`src/rtl/pxl_pkg.sv`:
```
package pxl_pkg;

    typedef enum logic [0:0] {
        PXL_IDLE = 1'b0,
        PXL_WALK = 1'b1
    } pxl_state_e;

    typedef struct packed {
        logic present;
        logic writable;
        logic locked;
    } pxl_flags_t;

endpackage

```
`src/rtl/pxl_page_table.sv`:
```
module pxl_page_table
    import pxl_pkg::*;
#(
    parameter int unsigned VPN_W = 3,
    parameter int unsigned PFN_W = 3
) (
    input  logic             clk,
    input  logic             rst_n,
    input  logic             wr_en,
    input  logic [VPN_W-1:0] wr_idx,
    input  logic [PFN_W-1:0] wr_pfn,
    input  pxl_flags_t       wr_flags,
    input  logic [VPN_W-1:0] rd_idx,
    output logic [PFN_W-1:0] rd_pfn,
    output pxl_flags_t       rd_flags,
    input  logic             touch_en,
    input  logic [VPN_W-1:0] touch_idx,
    input  logic             touch_write,
    input  logic [VPN_W-1:0] q_idx,
    output logic             q_ref,
    output logic             q_mod,
    output logic             q_lock
);
    localparam int unsigned N_PAGES = 1 << VPN_W;

    logic [PFN_W-1:0] pfn_q   [N_PAGES];
    pxl_flags_t       flags_q [N_PAGES];
    logic [N_PAGES-1:0] ref_q;
    logic [N_PAGES-1:0] mod_q;

    for (genvar i = 0; i < N_PAGES; i++) begin : g_entry
        always_ff @(posedge clk) begin
            if (!rst_n) begin
                pfn_q[i]   <= '0;
                flags_q[i] <= '0;
                ref_q[i]   <= 1'b0;
                mod_q[i]   <= 1'b0;
            end else if (wr_en && wr_idx == VPN_W'(i)) begin
                pfn_q[i]   <= wr_pfn;
                flags_q[i] <= wr_flags;
                ref_q[i]   <= 1'b0;
                mod_q[i]   <= 1'b0;
            end else if (touch_en && touch_idx == VPN_W'(i)) begin
                ref_q[i] <= 1'b1;
                if (touch_write) begin
                    mod_q[i] <= 1'b1;
                end
            end
        end
    end

    assign rd_pfn   = pfn_q[rd_idx];
    assign rd_flags = flags_q[rd_idx];
    assign q_ref    = ref_q[q_idx];
    assign q_mod    = mod_q[q_idx];
    assign q_lock   = flags_q[q_idx].locked;

endmodule

```
`src/rtl/pxl_tlb.sv`:
```
module pxl_tlb #(
    parameter int unsigned ENTRIES = 4,
    parameter int unsigned VPN_W   = 3,
    parameter int unsigned PFN_W   = 3
) (
    input  logic             clk,
    input  logic             rst_n,
    input  logic             flush,
    input  logic [VPN_W-1:0] look_vpn,
    output logic             hit,
    output logic [PFN_W-1:0] hit_pfn,
    output logic             hit_writable,
    input  logic             fill_en,
    input  logic [VPN_W-1:0] fill_vpn,
    input  logic [PFN_W-1:0] fill_pfn,
    input  logic             fill_writable
);
    localparam int unsigned PTR_W = (ENTRIES > 1) ? $clog2(ENTRIES) : 1;

    logic [ENTRIES-1:0] valid_q;
    logic [VPN_W-1:0]   vpn_q [ENTRIES];
    logic [PFN_W-1:0]   pfn_q [ENTRIES];
    logic [ENTRIES-1:0] wr_q;
    logic [PTR_W-1:0]   ptr_q;
    logic [ENTRIES-1:0] match;

    for (genvar i = 0; i < ENTRIES; i++) begin : g_slot
        always_ff @(posedge clk) begin
            if (!rst_n) begin
                valid_q[i] <= 1'b0;
                vpn_q[i]   <= '0;
                pfn_q[i]   <= '0;
                wr_q[i]    <= 1'b0;
            end else if (flush) begin
                valid_q[i] <= 1'b0;
            end else if (fill_en && ptr_q == PTR_W'(i)) begin
                valid_q[i] <= 1'b1;
                vpn_q[i]   <= fill_vpn;
                pfn_q[i]   <= fill_pfn;
                wr_q[i]    <= fill_writable;
            end
        end
        assign match[i] = valid_q[i] && (vpn_q[i] == look_vpn);
    end

    always_ff @(posedge clk) begin
        if (!rst_n || flush) begin
            ptr_q <= '0;
        end else if (fill_en) begin
            ptr_q <= (ptr_q == PTR_W'(ENTRIES - 1)) ? '0 : ptr_q + 1'b1;
        end
    end

    always_comb begin
        hit_pfn      = '0;
        hit_writable = 1'b0;
        for (int i = 0; i < ENTRIES; i++) begin
            if (match[i]) begin
                hit_pfn      = hit_pfn | pfn_q[i];
                hit_writable = hit_writable | wr_q[i];
            end
        end
    end

    assign hit = |match;

endmodule

```
`src/rtl/pxl_ctrl.sv`:
```
module pxl_ctrl
    import pxl_pkg::*;
#(
    parameter int unsigned VPN_W = 3,
    parameter int unsigned OFF_W = 5,
    parameter int unsigned PFN_W = 3
) (
    input  logic                   clk,
    input  logic                   rst_n,
    input  logic                   req_valid,
    input  logic [VPN_W-1:0]       req_vpn,
    input  logic [OFF_W-1:0]       req_off,
    input  logic                   req_write,
    input  logic                   tlb_hit,
    input  logic [PFN_W-1:0]       tlb_pfn,
    input  logic                   tlb_writable,
    input  logic [PFN_W-1:0]       pt_pfn,
    input  logic                   pt_present,
    input  logic                   pt_writable,
    output logic [VPN_W-1:0]       walk_vpn,
    output logic                   fill_en,
    output logic                   touch_en,
    output logic [VPN_W-1:0]       touch_idx,
    output logic                   touch_write,
    output logic                   busy,
    output logic                   resp_valid,
    output logic [PFN_W+OFF_W-1:0] resp_paddr,
    output logic                   resp_hit,
    output logic                   resp_page_fault,
    output logic                   resp_prot_fault
);
    localparam int unsigned PA_W = PFN_W + OFF_W;

    pxl_state_e       state_q, state_d;
    logic [VPN_W-1:0] lat_vpn_q;
    logic [OFF_W-1:0] lat_off_q;
    logic             lat_write_q;
    logic             lat_load;

    logic             v_d, hit_d, pf_d, prot_d;
    logic [PA_W-1:0]  pa_d;

    always_ff @(posedge clk) begin
        if (!rst_n) begin
            state_q <= PXL_IDLE;
        end else begin
            state_q <= state_d;
        end
    end

    always_comb begin
        state_d     = state_q;
        lat_load    = 1'b0;
        fill_en     = 1'b0;
        touch_en    = 1'b0;
        touch_idx   = req_vpn;
        touch_write = req_write;
        v_d         = 1'b0;
        hit_d       = 1'b0;
        pf_d        = 1'b0;
        prot_d      = 1'b0;
        pa_d        = '0;
        unique case (state_q)
            PXL_IDLE: begin
                if (req_valid) begin
                    if (tlb_hit) begin
                        v_d      = 1'b1;
                        hit_d    = 1'b1;
                        prot_d   = req_write && !tlb_writable;
                        touch_en = !prot_d;
                        pa_d     = prot_d ? '0 : {tlb_pfn, req_off};
                    end else begin
                        lat_load = 1'b1;
                        state_d  = PXL_WALK;
                    end
                end
            end
            PXL_WALK: begin
                touch_idx   = lat_vpn_q;
                touch_write = lat_write_q;
                v_d         = 1'b1;
                pf_d        = !pt_present;
                prot_d      = pt_present && lat_write_q && !pt_writable;
                fill_en     = pt_present;
                touch_en    = pt_present && !prot_d;
                pa_d        = (pf_d || prot_d) ? '0 : {pt_pfn, lat_off_q};
                state_d     = PXL_IDLE;
            end
            default: state_d = PXL_IDLE;
        endcase
    end

    always_ff @(posedge clk) begin
        if (!rst_n) begin
            lat_vpn_q   <= '0;
            lat_off_q   <= '0;
            lat_write_q <= 1'b0;
        end else if (lat_load) begin
            lat_vpn_q   <= req_vpn;
            lat_off_q   <= req_off;
            lat_write_q <= req_write;
        end
    end

    always_ff @(posedge clk) begin
        if (!rst_n) begin
            resp_valid      <= 1'b0;
            resp_hit        <= 1'b0;
            resp_page_fault <= 1'b0;
            resp_prot_fault <= 1'b0;
            resp_paddr      <= '0;
        end else begin
            resp_valid      <= v_d;
            resp_hit        <= hit_d;
            resp_page_fault <= pf_d;
            resp_prot_fault <= prot_d;
            resp_paddr      <= pa_d;
        end
    end

    assign busy     = (state_q == PXL_WALK);
    assign walk_vpn = lat_vpn_q;

endmodule

```
`src/rtl/pxl_xlate.sv`:
```
module pxl_xlate
    import pxl_pkg::*;
#(
    parameter int unsigned VPN_W   = 3,
    parameter int unsigned OFF_W   = 5,
    parameter int unsigned PFN_W   = 3,
    parameter int unsigned TLB_N   = 4,
    localparam int unsigned VA_W   = VPN_W + OFF_W,
    localparam int unsigned PA_W   = PFN_W + OFF_W
) (
    input  logic            clk,
    input  logic            rst_n,
    input  logic            pt_we,
    input  logic [VPN_W-1:0] pt_widx,
    input  logic [PFN_W-1:0] pt_wpfn,
    input  logic            pt_wpresent,
    input  logic            pt_wwritable,
    input  logic            pt_wlock,
    input  logic [VPN_W-1:0] pt_qidx,
    output logic            pt_qref,
    output logic            pt_qmod,
    output logic            pt_qlock,
    input  logic            tlb_flush,
    input  logic            req_valid,
    input  logic [VA_W-1:0] req_addr,
    input  logic            req_write,
    output logic            busy,
    output logic            resp_valid,
    output logic [PA_W-1:0] resp_paddr,
    output logic            resp_hit,
    output logic            resp_page_fault,
    output logic            resp_prot_fault
);
    logic [VPN_W-1:0] req_vpn;
    logic [OFF_W-1:0] req_off;
    logic             tlb_hit, tlb_writable;
    logic [PFN_W-1:0] tlb_pfn, pt_pfn;
    pxl_flags_t       pt_flags, wr_flags;
    logic [VPN_W-1:0] walk_vpn, touch_idx;
    logic             fill_en, touch_en, touch_write;

    assign req_vpn  = req_addr[VA_W-1:OFF_W];
    assign req_off  = req_addr[OFF_W-1:0];
    assign wr_flags = '{present: pt_wpresent, writable: pt_wwritable, locked: pt_wlock};

    pxl_page_table #(.VPN_W(VPN_W), .PFN_W(PFN_W)) u_table (
        .clk         (clk),
        .rst_n       (rst_n),
        .wr_en       (pt_we),
        .wr_idx      (pt_widx),
        .wr_pfn      (pt_wpfn),
        .wr_flags    (wr_flags),
        .rd_idx      (walk_vpn),
        .rd_pfn      (pt_pfn),
        .rd_flags    (pt_flags),
        .touch_en    (touch_en),
        .touch_idx   (touch_idx),
        .touch_write (touch_write),
        .q_idx       (pt_qidx),
        .q_ref       (pt_qref),
        .q_mod       (pt_qmod),
        .q_lock      (pt_qlock)
    );

    pxl_tlb #(.ENTRIES(TLB_N), .VPN_W(VPN_W), .PFN_W(PFN_W)) u_tlb (
        .clk           (clk),
        .rst_n         (rst_n),
        .flush         (tlb_flush),
        .look_vpn      (req_vpn),
        .hit           (tlb_hit),
        .hit_pfn       (tlb_pfn),
        .hit_writable  (tlb_writable),
        .fill_en       (fill_en),
        .fill_vpn      (walk_vpn),
        .fill_pfn      (pt_pfn),
        .fill_writable (pt_flags.writable)
    );

    pxl_ctrl #(.VPN_W(VPN_W), .OFF_W(OFF_W), .PFN_W(PFN_W)) u_ctrl (
        .clk             (clk),
        .rst_n           (rst_n),
        .req_valid       (req_valid),
        .req_vpn         (req_vpn),
        .req_off         (req_off),
        .req_write       (req_write),
        .tlb_hit         (tlb_hit),
        .tlb_pfn         (tlb_pfn),
        .tlb_writable    (tlb_writable),
        .pt_pfn          (pt_pfn),
        .pt_present      (pt_flags.present),
        .pt_writable     (pt_flags.writable),
        .walk_vpn        (walk_vpn),
        .fill_en         (fill_en),
        .touch_en        (touch_en),
        .touch_idx       (touch_idx),
        .touch_write     (touch_write),
        .busy            (busy),
        .resp_valid      (resp_valid),
        .resp_paddr      (resp_paddr),
        .resp_hit        (resp_hit),
        .resp_page_fault (resp_page_fault),
        .resp_prot_fault (resp_prot_fault)
    );

endmodule

```
`config.mk`:
```
export PLATFORM = sky130hd
export DESIGN_NAME = pxl_xlate
export DESIGN_NICKNAME = d
export VERILOG_FILES = /design/src/rtl/pxl_pkg.sv /design/src/rtl/pxl_page_table.sv /design/src/rtl/pxl_tlb.sv /design/src/rtl/pxl_ctrl.sv /design/src/rtl/pxl_xlate.sv
export SDC_FILE = /design/constraint.sdc
export NUM_CORES = 1
export LEC_CHECK = 0
export BUFFER_PORTS_ARGS = -buffer_cell sky130_fd_sc_hd__buf_2
export CAP_MARGIN = 15
export CORE_ASPECT_RATIO = 0.6
export CORE_UTILIZATION = 40
export DETAILED_ROUTE_END_ITERATION = 6
export GPL_TIMING_DRIVEN = 0
export HOLD_SLACK_MARGIN = 0.08
export PLACE_DENSITY = 0.55
export SLEW_MARGIN = 20
export SYNTH_ARGS = -nofsm -noshare
export SYNTH_HDL_FRONTEND = slang
export SYNTH_HIERARCHICAL = 1
export SYNTH_SLANG_ARGS = --single-unit
```
`constraint.sdc`:
```
create_clock -name clk -period 5.4 [get_ports clk]
set_input_delay 0.81 -clock clk [delete_from_list [all_inputs] [get_ports clk]]
set_output_delay 0.81 -clock clk [all_outputs]
set_load 0.01 [all_outputs]
```
==> run summary, run 1 <==
status - complete, but fails checks
failing checks - DRC
Nets - 539
peak supply drop - 231 uV
DR iter-0 viols - 199
Mapped Cells - 450
CP Max Fanout - 9
CP arrival - 3480 ps
fmax - 0.311 GHz
initial core utilization - 41.8%
CTS max path bufs - 2
hold crit path type - reg -> reg
max-cap violations - 0
dpl ws - 1870 ps
die area - 0.0141 sq mm
wire per inst - 18.4 microns
vias per std cell - 5.35
clk_lat worst skew - 410 ps
area of the core - 0.0131 sq mm
Final Hold Viols - 0
I/O Pins - 42
input/output buffers - 39
root buf cell - clkbuf_16
post-CTS repair timing setup buffer count - 0
gr usage total - 19.5%
GRT overflow - 0
critical path required time - 5660 ps
CP endpoint kind - flip-flop
count of warnings emitted by yosys - 6
LEAKAGE - 2.42 nW
vias in the first global route - 3,720
share of layout cells above drive strength 1 - 20.9%
Die X - 153 microns
area post-placement - 0.00588 sq mm
Area Overhead vs Synth - 18.3%
TritonCTS clock tree - yes
final setup vio count - 0
die height - 92.4 microns
startpoint types - flip-flop
post-cts sizing count - 0
final HPWL from detailed placement - 9240 microns
Mapped Area - 0.00545 sq mm
first-pass GRT wire length - 20,400 microns
Syn Nets - 480
Final period util - 59.5%
Ant. Diodes - 0
Rel. slew slack - 35.5%
# hold bufs at CTS - 0
# rows - 32
syn avg cell area - 12.1 sq um
CTS H-tree lvls - 4
final RePlAce weighted congestion - 0.828
hold_ws - 467 ps
vias post-DR - 3,704
largest net degree at the start of global routing - 17
Pre-Repair DR Iteration Count - 7
Clock transition at path regs - 50 ps
total CTS buffers - 17
WS Path Type - reg -> reg
Final Cell Area - 0.00645 sq mm
Sink Count - 120
remaining antenna violation count - 0
Slew Limit Fails - 0
most frequent cells in the layout - and2_1, edfxtp_1, dfxtp_1
routed wire length - 12,700 microns
Final Critical Period - 3210 ps
pwr dens - 352 mW/mm^2
initial antenna violation count - 0
PnR worst setup slack - 2190 ps
actual slew at the worst max-slew pin - 961 ps
post-route setup TNS - 0 ps
Max Clock Skew - 10.2 ps
residual DRC count - 1
RSZ-0062 raised after global routing - false
[worst paths after layout]
check	startpoint	slack (ps)	end	cells after the start
worst max-delay path	u_ctrl/walk_vpn[0]	2190	u_table/mod_q[7]	9
worst min register to register	u_table/ref_q[7]	470	u_table/ref_q[7]	2
worst max register to register	u_ctrl/walk_vpn[0]	2190	u_table/mod_q[7]	9
worst min-delay path	u_table/ref_q[7]	470	u_table/ref_q[7]	2
[flip-flops by register name, summed over array words and instances, names as in the netlist, 2 cells and up]
register and cells:
u_table/flags_q 24, u_table/pfn_q 24, u_tlb/pfn_q 12, u_tlb/vpn_q 12
u_ctrl/resp_paddr 8, u_table/mod_q 8, u_table/ref_q 8, u_ctrl/lat_off_q 5
u_tlb/valid_q 4, u_tlb/wr_q 4, u_ctrl/walk_vpn 3, u_tlb/ptr_q 2
[critical path: stages, from the launching register on]
cell and delay (ps):
dfxtp_1 600, buf_6 230, mux4_1 580, mux2_2 380, nand2b_1 190, nand2_1 270
o21ai_0 270, and3_1 300, a31oi_1 190, nor2_1 50
[metal layers]
layer,vias to the layer above,GRT usage (%),share of wire (%)
met3,14,4.87,5.7
li1,1772,-,-
met5,-,0,0
met2,102,27.6,40
met1,1816,28.7,53
met4,0,7.07,1.1
[where the power goes]
part	total [mW]	internal [mW]	switching, mW
Combinational	0.169	0.0637	0.105
Clock	1.08	0.687	0.388
Sequential	1.03	1.01	0.0155
[per-stage QoR]
step / utilization, % / total power [mW] / std cells
after floorplan: - / 1.14 / 450
after global placement: 44.9 / 1.21 / 659
after detailed placement: 45.0 / 1.21 / 660
after CTS: 49.4 / 2.29 / 692
after global routing: 49.4 / 2.35 / 692
final: 49.4 / 2.27 / 692
[cell type report]
class | count | area, sq um
inverter | 8 | 30.0
clock inverter | 6 | 32.5
fill | 1180 | 6600
tap | 170 | 213
buffer | 17 | 101
clock buffer | 26 | 542
timing repair buffer | 40 | 203
multi-input combinational | 305 | 2210
sequential | 120 | 3120
(Power assumes the default switching activity.)
==> inputs of run 2 (changes only) <==
PLACE_DENSITY = 0.57   (was 0.55)
clock period = 2.8 ns   (was 5.4 ns; I/O delays follow)
==> run 2 against run 1 <==
  * The flow still finishes with violations (DRC)
  * Register-to-register slack got worse by 2000 ps
  * Global-route usage decreased by 0.29 points
  * Clock-buffer cell count down 3
  * Critical path type unchanged
==> run summary, run 2 (synthesis results as in run 1) <==
wire per inst - 18.7 microns
biggest regs - u_table/flags_q (24), u_table/pfn_q (24)
clk_lat worst skew - 410 ps
root buf cell - clkbuf_16
critical path startpoint - u_ctrl/walk_vpn[0]
DR iter-0 viols - 296
CTS max path bufs - 2
CP Max Fanout - 9
most frequent cells in the layout - and2_1, edfxtp_1, dfxtp_1
Area Overhead vs Synth - 18.3%
Seq pwr share - 45.7%
startpoint types - flip-flop
initial antenna violation count - 0
final RePlAce weighted congestion - 0.807
hold_sp - req_addr[0]
hold crit path type - in -> reg
Max Clock Skew - 7.72 ps
Final Util - 49.4%
total power - 4.34 mW
Rel. slew slack - 37.0%
Sink Count - 120
largest net degree at the start of global routing - 17
die height - 92.4 microns
final setup vio count - 0
GRT overflow - 0
Logic pwr share - 7.7%
initial core utilization - 41.8%
die area - 0.0141 sq mm
RSZ-0062 raised after global routing - false
total CTS buffers - 17
P_int - 3.36 mW
max-cap violations - 0
CP arrival - 2890 ps
Slew Limit Fails - 0
Final period util - 94.0%
reg2reg start - u_ctrl/walk_vpn[0]
remaining antenna violation count - 0
area of the core - 0.0131 sq mm
# rows - 32
vias in the first global route - 3,612
PnR worst setup slack - 168 ps
LEAKAGE - 2.41 nW
residual DRC count - 1
FILL cells - 1,157
dpl ws - -376 ps
I/O Pins - 42
peak supply drop - 441 uV
Switch Pwr - 0.979 mW
input/output buffers - 39
final HPWL from detailed placement - 9240 microns
Clock Power Share - 46.7%
Sw Share - 22.6%
status - complete, but fails checks
CP endpoint kind - flip-flop
Final Critical Period - 2630 ps
Ant. Diodes - 0
vias post-DR - 3,763
Nets - 539
critical path required time - 3060 ps
first-pass GRT wire length - 19,900 microns
routed wire length - 12,900 microns
gr usage total - 19.2%
Die X - 153 microns
fmax - 0.380 GHz
hold_ws - 253 ps
Final Hold Viols - 0
share of layout cells above drive strength 1 - 22.0%
Clock transition at path regs - 50 ps
vias per std cell - 5.44
WS Path Type - reg -> reg
failing checks - DRC
pwr dens - 673 mW/mm^2
TritonCTS clock tree - yes
actual slew at the worst max-slew pin - 938 ps
Pre-Repair DR Iteration Count - 7
CTS H-tree lvls - 4
## run 2: path summary, 6_finish.rpt
| kind | to | slack, ps | depth (start not counted) |
|---|---|---|---|
| min | u_ctrl/lat_off_q[0] | 250 | 3 |
| min reg2reg | u_table/ref_q[2] | 460 | 2 |
| max | u_table/mod_q[7] | 170 | 9 |
| max reg2reg | u_table/mod_q[7] | 170 | 9 |
## run 2: stage by stage
stage / TNS, ps / instance area [sq um] / std cells
after global placement: -4690 / 5860 / 659
final: 0 / 6450 / 692
after global routing: 0 / 6450 / 692
after detailed placement: -5420 / 5880 / 660
after CTS: 0 / 6440 / 692
after floorplan: 0 / 5450 / 450
## run 2: what timing repair did
item / CTS / global route
buffers inserted: 0 / 0
hold endpoints to repair: 0 / 0
endpoints found under the setup margin: 20 / 32
gates resized for setup: 5 / 6
pin swaps: 0 / 1
hold buffers: 0 / 0
## run 2: per-layer routing
layer,GRT usage [%],up-vias,routed length (microns)
li1,-,1773,-
met1,28.3,1827,6490
met2,27.4,159,5450
met3,4.31,4,936
met4,6.99,0,47
met5,0,-,0
## run 2: worst max-delay path, cell delays in order, from the launching register on
cell	delay [ps]
dfxtp_4	420
buf_6	180
mux4_1	550
mux2_4	340
nand2b_1	210
nand2_4	150
o21ai_1	120
and3_1	260
a31oi_1	180
nor2_1	60
## run 2: layout make-up
class	instances	area [sq um]	share of cell area, %
Buffer	17	103	1.59
Clock buffer	23	479	7.43
Clock inverter	9	71.3	1.11
Inverter	8	30.0	0.466
Multi-Input combinational cell	305	2220	34.4
Sequential cell	120	3130	48.5
Tap cell	170	213	3.30
Timing Repair Buffer	40	203	3.14
## run 2: power by group through the flow
| stage | registers (mW) | logic (mW) | clock network, mW |
|---|---|---|---|
| global route | 1.99 | 0.359 | 2.12 |
| finish | 1.98 | 0.332 | 2.02 |
| CTS | 1.98 | 0.329 | 2.06 |
| global placement | 2.01 | 0.317 | 0 |
| detailed placement | 2.02 | 0.327 | 0 |
| floorplan | 2.00 | 0.204 | 0 |
